### config.mk
export PLATFORM = sky130hd
export DESIGN_NAME = scr_status_ep
export DESIGN_NICKNAME = d
export VERILOG_FILES = /design/src/rtl/scr_pkg.sv /design/src/rtl/scr_bit_cell.sv /design/src/rtl/scr_change_store.sv /design/src/rtl/scr_in_responder.sv /design/src/rtl/scr_status_ep.sv
export SDC_FILE = /design/constraint.sdc
export NUM_CORES = 1
export LEC_CHECK = 0
export CAP_MARGIN = 30
export CORE_ASPECT_RATIO = 1.1
export CORE_MARGIN = 2
export CORE_UTILIZATION = 52
export CTS_BUF_LIST = sky130_fd_sc_hd__clkbuf_16
export CTS_CLUSTER_SIZE = 10
export DETAILED_ROUTE_END_ITERATION = 6
export GPL_TIMING_DRIVEN = 0
export PLACE_DENSITY = 0.9
export SLEW_MARGIN = 30
export SYNTH_ARGS = -nofsm -noshare
export SYNTH_HDL_FRONTEND = slang
export SYNTH_HIERARCHICAL = 1
export SYNTH_SLANG_ARGS = --single-unit
### constraint.sdc
create_clock -name clk -period 1.99 [get_ports clk]
set_input_delay 0.398 -clock clk [delete_from_list [all_inputs] [get_ports clk]]
set_output_delay 0.398 -clock clk [all_outputs]
set_load 0.1 [all_outputs]
### src/rtl/scr_pkg.sv
package scr_pkg;

  localparam int unsigned SCR_BYTE_W = 8;
  localparam int unsigned SCR_IDX_W  = $clog2(SCR_BYTE_W);

  // One-hot mask for a clear request; zero when not valid or out of range.
  function automatic logic [SCR_BYTE_W-1:0] clr_mask_f(
    input logic                 vld,
    input logic [SCR_IDX_W-1:0] idx,
    input int unsigned          top_idx
  );
    logic [SCR_BYTE_W-1:0] m;
    m = '0;
    if (vld && (int'(idx) <= int'(top_idx))) m[idx] = 1'b1;
    return m;
  endfunction

  // Next reported bit: sample pending on the marker, then clear, then a
  // same-cycle event on the marker lands straight in the report.
  function automatic logic rpt_next_f(
    input logic rpt, input logic pend, input logic evt,
    input logic smp, input logic clr
  );
    logic v;
    v = smp ? (rpt | pend) : rpt;
    v = v & ~clr;
    return smp ? (v | evt) : v;
  endfunction

  // Next pending bit: emptied on the marker, otherwise clear then set.
  function automatic logic pend_next_f(
    input logic pend, input logic evt, input logic smp, input logic clr
  );
    return smp ? 1'b0 : ((pend & ~clr) | evt);
  endfunction

endpackage

### src/rtl/scr_bit_cell.sv
module scr_bit_cell
  import scr_pkg::*;
(
  input  logic clk,
  input  logic rst_n,
  input  logic cfg_i,
  input  logic evt_i,
  input  logic smp_i,
  input  logic clr_i,
  output logic rpt_o,
  output logic pend_o
);

  logic rpt_q, pend_q;

  always_ff @(posedge clk or negedge rst_n) begin
    if (!rst_n) begin
      rpt_q  <= 1'b0;
      pend_q <= 1'b0;
    end else if (!cfg_i) begin
      rpt_q  <= 1'b0;
      pend_q <= 1'b0;
    end else begin
      rpt_q  <= rpt_next_f(rpt_q, pend_q, evt_i, smp_i, clr_i);
      pend_q <= pend_next_f(pend_q, evt_i, smp_i, clr_i);
    end
  end

  assign rpt_o  = rpt_q;
  assign pend_o = pend_q;

endmodule

### src/rtl/scr_change_store.sv
module scr_change_store
  import scr_pkg::*;
#(
  parameter int unsigned NUM_SRC = 5
) (
  input  logic                  clk,
  input  logic                  rst_n,
  input  logic                  cfg_i,
  input  logic [NUM_SRC-1:0]    evt_i,
  input  logic                  smp_i,
  input  logic [NUM_SRC-1:0]    clr_i,
  output logic [SCR_BYTE_W-1:0] rpt_o,
  output logic [NUM_SRC-1:0]    pend_o
);

  logic [NUM_SRC-1:0] rpt_bits;

  for (genvar g = 0; g < SCR_BYTE_W; g++) begin : g_bit
    if (g < NUM_SRC) begin : g_live
      scr_bit_cell u_cell (
        .clk    (clk),
        .rst_n  (rst_n),
        .cfg_i  (cfg_i),
        .evt_i  (evt_i[g]),
        .smp_i  (smp_i),
        .clr_i  (clr_i[g]),
        .rpt_o  (rpt_bits[g]),
        .pend_o (pend_o[g])
      );
      assign rpt_o[g] = rpt_bits[g];
    end else begin : g_rsvd
      assign rpt_o[g] = 1'b0;
    end
  end

endmodule

### src/rtl/scr_in_responder.sv
module scr_in_responder
  import scr_pkg::*;
(
  input  logic                  clk,
  input  logic                  rst_n,
  input  logic                  take_i,
  input  logic [SCR_BYTE_W-1:0] rpt_i,
  output logic                  rsp_vld_o,
  output logic                  rsp_is_data_o,
  output logic [SCR_BYTE_W-1:0] rsp_byte_o
);

  always_ff @(posedge clk or negedge rst_n) begin
    if (!rst_n) begin
      rsp_vld_o     <= 1'b0;
      rsp_is_data_o <= 1'b0;
      rsp_byte_o    <= '0;
    end else begin
      rsp_vld_o <= take_i;
      if (take_i) begin
        rsp_is_data_o <= |rpt_i;
        rsp_byte_o    <= rpt_i;
      end
    end
  end

endmodule

### src/rtl/scr_status_ep.sv
module scr_status_ep
  import scr_pkg::*;
#(
  parameter int unsigned NUM_PORTS = 4
) (
  input  logic                       clk,
  input  logic                       rst_n,
  input  logic                       cfg_i,
  input  logic [NUM_PORTS:0]         evt_i,
  input  logic                       eof2_i,
  input  logic                       in_tok_i,
  input  logic                       clr_vld_i,
  input  logic [SCR_IDX_W-1:0]       clr_idx_i,
  output logic                       rsp_vld_o,
  output logic                       rsp_is_data_o,
  output logic [SCR_BYTE_W-1:0]      rsp_byte_o
);

  localparam int unsigned NUM_SRC = NUM_PORTS + 1;

  // Named internal events, visible to the bound checker.
  logic [SCR_BYTE_W-1:0] clr_mask_w;
  logic [SCR_BYTE_W-1:0] rpt_byte_w;
  logic [NUM_SRC-1:0]    pend_w;
  logic                  take_w;
  logic                  any_change_w;

  assign clr_mask_w   = clr_mask_f(clr_vld_i, clr_idx_i, NUM_PORTS);
  assign take_w       = in_tok_i & cfg_i;
  assign any_change_w = |rpt_byte_w;

  scr_change_store #(.NUM_SRC(NUM_SRC)) u_store (
    .clk    (clk),
    .rst_n  (rst_n),
    .cfg_i  (cfg_i),
    .evt_i  (evt_i),
    .smp_i  (eof2_i),
    .clr_i  (clr_mask_w[NUM_SRC-1:0]),
    .rpt_o  (rpt_byte_w),
    .pend_o (pend_w)
  );

  scr_in_responder u_rsp (
    .clk           (clk),
    .rst_n         (rst_n),
    .take_i        (take_w),
    .rpt_i         (rpt_byte_w),
    .rsp_vld_o     (rsp_vld_o),
    .rsp_is_data_o (rsp_is_data_o),
    .rsp_byte_o    (rsp_byte_o)
  );

endmodule

======== Word level (Yosys, flattened, before mapping) ========
Index checks and enable logic that the tools add are counted.
operators by class
  order comparisons ....................... 3
  mux-type cells .......................... 28
  bitwise gates (word level) .............. 31
  reductions and logical operators ........ 3
operators by type and width
  kind                                                               number
  two-way mux 1 bit                                                  26
  OR 1 bit                                                           15
  AND 1 bit                                                          11
  two-way mux 5 bit                                                  1
  NOT 1 bit                                                          5
  OR reduction 5 bit                                                 1
  less-than comparator 3 x 4 -> 1 bit, second input constant         1
  demux 1 bit (select 3 bit)                                         1
  greater-or-equal comparator 3 x 1 -> 1 bit, second input constant  1
  <= comparator 3 bit, second input constant                         1
  logical AND 1 bit                                                  2
storage, ports and cells
  register bits after elaboration ......... 17
  input port bits ......................... 14
  output and inout port bits .............. 10
  word-level logic and storage cells ...... 78

======== Longest topological paths before layout ========
  depth after elaboration ................. 10
  mapped depth ............................ 4
  depth with buffers taken out ............ 3

======== Cells and area by module ========
Netlist, hierarchy kept.
by module, submodules not included
  module            times used  cells an instance  area an instance (um^2)  seq. area each (um^2)
  scr_bit_cell      5           10                 100.1                    50.0
  scr_in_responder  1           24                 394.1                    250.2
  scr_status_ep     1           6                  70.1                     0.0
  scr_change_store  1           4                  26.3                     0.0

======== Least setup slack after synthesis ========
OpenSTA, ideal clock, no wires.
  path kind ............................... reg-to-output
  start ................................... register u_rsp.rsp_is_data_o
  end ..................................... output port rsp_is_data_o
  arrival time ............................ 0.898 ns
  data required time ...................... 1.592 ns
  slack ................................... 0.694 ns
  cell stages (with the launch flop) ...... 1
  path buffers ............................ 0
  path through ............................ dfrtp_1
RTL lines
  item                    RTL line                RTL
  from (decl)             scr_in_responder.sv:9   output logic rsp_is_data_o,
  from (signal assigned)  scr_in_responder.sv:21  rsp_is_data_o <= |rpt_i;
  to (decl)               scr_status_ep.sv:15     output logic rsp_is_data_o,
No word-level cell between the ends.

======== Final worst setup path ========
  start ................................... register u_rsp.rsp_byte_o[2]
  end ..................................... output port rsp_byte_o[2]
RTL lines
  item                    RTL line                RTL
  from (decl)             scr_in_responder.sv:10  output logic [SCR_BYTE_W-1:0] rsp_byte_o
  from (signal assigned)  scr_in_responder.sv:22  rsp_byte_o <= rpt_i;
  to (decl)               scr_status_ep.sv:16     output logic [SCR_BYTE_W-1:0] rsp_byte_o
No word-level cell between the ends.

==> run metrics <==
largest net degree at the start of global routing=21; worst-skew pair later-pin latency=250 ps; GRT met3 Usage=3.30%; die height=49.8 um; combinational group share of total power=28.7%; Worst EP arrival=1460 ps; most numerous cell in the Yosys netlist=dfrtp_1; IO Pins=24; largest delay contributor family on the critical path=buffers and inverters; Pint=802 uW; critical-path cell list=dlygate4sd2_1; ys flop type=dfrtp_1; Reg power frac=38.3%; Final Slew Violations=0; Area growth syn-to-layout=32.1%; Hold Path Class=input pin to async pin; antenna violations before repair=0; sw frac=34.1%; top post-synthesis cells by count=20 x dfrtp_1, 10 x inv_1, 10 x nand2b_1, 8 x mux2_2, 6 x a31oi_1; Final GP Congestion=0.746; cells after synthesis=84; first-pass GRT wire length=3.22 mm; Least-Margin Pin Slew=965 ps; full die area=0.00227 mm2; Crit-path slowest cell=dlygate4sd2_1; drt total wl=1.90 mm; die span in x=45.6 um; Buf/Inv on CP=1; area leader, netlist=dfrtp_1; flop and latch count out of synthesis=20; leak pwr=0.605 nW; clk slew on worst S/H paths=50 ps; drt pass-1 iters=4; Post-DP HPWL=1.41 mm; CTS buffer count=3; Inserted Diodes=0; number of synthesized flops with an enable pin=0; vias in the first global route=777; routed length per instance=14.6 um; Via-to-Cell Ratio=5.50; Clock power frac=33.0%; Netlist cell types=18; via count=715; Warnings, synthesis=6; clock tree buffer depth=2; Clock Skew=1.24 ps; TritonCTS clock tree=built; CP required=1590 ps; # port buffers=23; Synth Area per Inst=11.8 um2; cts hold-fix bufs=0; Syn Std Cell Area=991 um2; top cells by area, synth=dfrtp_1 51%, mux2_2 9.1%, a211oi_2 6.3%; share of cells above drive strength 1=24.1%; register area share after synthesis=50.5%; CTS HTree Levels=1; final core area utilization=73.5%; Tmin final=1860 ps; Hold Violations, Final=0; core region area=0.00178 mm2; ANT nets after route=0; fin nets=128; Startpoint Class=flop; largest fanout on the critical path=2; CP Class=flop to output port; Worst setup EP type=output port; fmax=539 MHz; Power Density=930 mW/mm2; Max-cap violations=0; GRT Total Usage=20.1%; num rows=16; met1 Resource Use GR=21.6%; met2 GRT Util=35.0%; Worst path max stage delay=860 ps; final setup TNS=0 ps; Root Driver=clkbuf_16; drt drc=0; Post-CTS Setup Inserts=0; ys async rst share=100%; final setup fails=0; status=finished clean; area share of the largest cell type after synthesis=50.5%; Max transition margin=35.9%; worst vdd ir=0.594 mV; Clock Sinks=20; busiest grt layer=met2; final period utilization=93.2%; detailed router's first-iteration violation count=17; initial core utilization=55.6%; GRT overflow=0; P_sw=416 uW; RSZ-0062 raised after global routing=false
==> layout by cell type (no fill, tap or decap), drive strengths merged <==
cell type | synthesis | final
a211oi | 5 | 5
a31oi | 6 | 6
and2 | 1 | 1
and4b | 1 | 1
and4bb | 3 | 3
buf | 4 | 5
clkbuf | 0 | 3
clkdlybuf4s50 | 0 | 12
conb | 1 | 3
dfrtp | 20 | 20
dlygate4sd2 | 0 | 10
inv | 10 | 10
mux2 | 8 | 8
nand2 | 5 | 5
nand2b | 10 | 10
nand3b | 5 | 5
nor2 | 2 | 2
nor3 | 1 | 1
nor4b | 2 | 2
==> power by group through the flow <==
stage	logic [mW]	clock network, mW	registers (mW)
after floorplan	0.0715	0	0.659
after global routing	0.366	0.427	0.472
after CTS	0.352	0.409	0.468
after detailed placement	0.368	0	0.476
after global placement	0.361	0	0.473
final	0.349	0.401	0.467
==> kinds of logic (layout without fill, tap and decap cells) <==
| family | count (synthesis) | after routing | share of synthesized area, % |
|---|---|---|---|
| AND/OR/NAND/NOR | 30 | 30 | 22.7 |
| other | 1 | 3 | 0.378 |
| AO/OA/AOI/OAI | 11 | 11 | 10.1 |
| multiplexers | 8 | 8 | 9.09 |
| buffers and inverters | 14 | 40 | 7.20 |
| flip-flops | 20 | 20 | 50.5 |
==> final timing paths <==
check,start,endpoint,slack [ps],cells past startpoint
worst max-delay path,u_rsp/rsp_byte_o[2],rsp_byte_o[2],130,1
worst min-delay path,rst_n,u_rsp/rsp_byte_o[0],80,1
worst max register to register,u_store/g_bit[3].g_live.u_cell/rpt_o,u_rsp/rsp_is_data_o,1080,2
worst min register to register,u_rsp/rsp_byte_o[5],u_rsp/rsp_byte_o[5],500,1
max in group asynchronous,rst_n,u_store/g_bit[1].g_live.u_cell/pend_o,1600,1
min in group clk,u_rsp/rsp_byte_o[5],u_rsp/rsp_byte_o[5],500,1
==> routing by layer <==
| layer | vias to the layer above | share of wire, % |
|---|---|---|
| li1 | 342 | - |
| met1 | 336 | 40 |
| met2 | 31 | 52 |
| met3 | 6 | 5.2 |
| met4 | 0 | 2.7 |
| met5 | - | 0 |
==> state kept, by name, summed over array words and instances (netlist names) <==
signal                              cells
u_rsp/rsp_byte_o                        8
u_store/g_bit.g_live.u_cell/pend_o      5
u_store/g_bit.g_live.u_cell/rpt_o       5
u_rsp/rsp_is_data_o                     1
u_rsp/rsp_vld_o                         1
==> metrics by stage <==
stage	power, mW	worst slack (ps)	cell area, um2	std cells	hold slack, ps
2_1_floorplan	0.731	694	998	86	102
3_5_place_dp	0.844	115	1250	127	495
4_1_cts	1.23	117	1310	130	502
6_report	1.22	134	1310	130	84.7
5_1_grt	1.26	88.6	1310	130	130
3_3_place_gp	0.834	140	1250	127	489
==> area by class of cell <==
class                           instances  area (um2)
Clock buffer                            3        75.1
Multi-Input combinational cell         52         427
Inverter                               10        37.5
Timing Repair Buffer                   23         213
Buffer                                  4        33.8
Fill cell                             139         473
Tap cell                               18        22.5
Sequential cell                        20         500
==> timing repair <==
item | CTS | global route
resized for setup | 10 | 0
endpoints found under the setup margin | 10 | 0
hold endpoints to repair | 0 | 0
(Power assumes the default switching activity.)
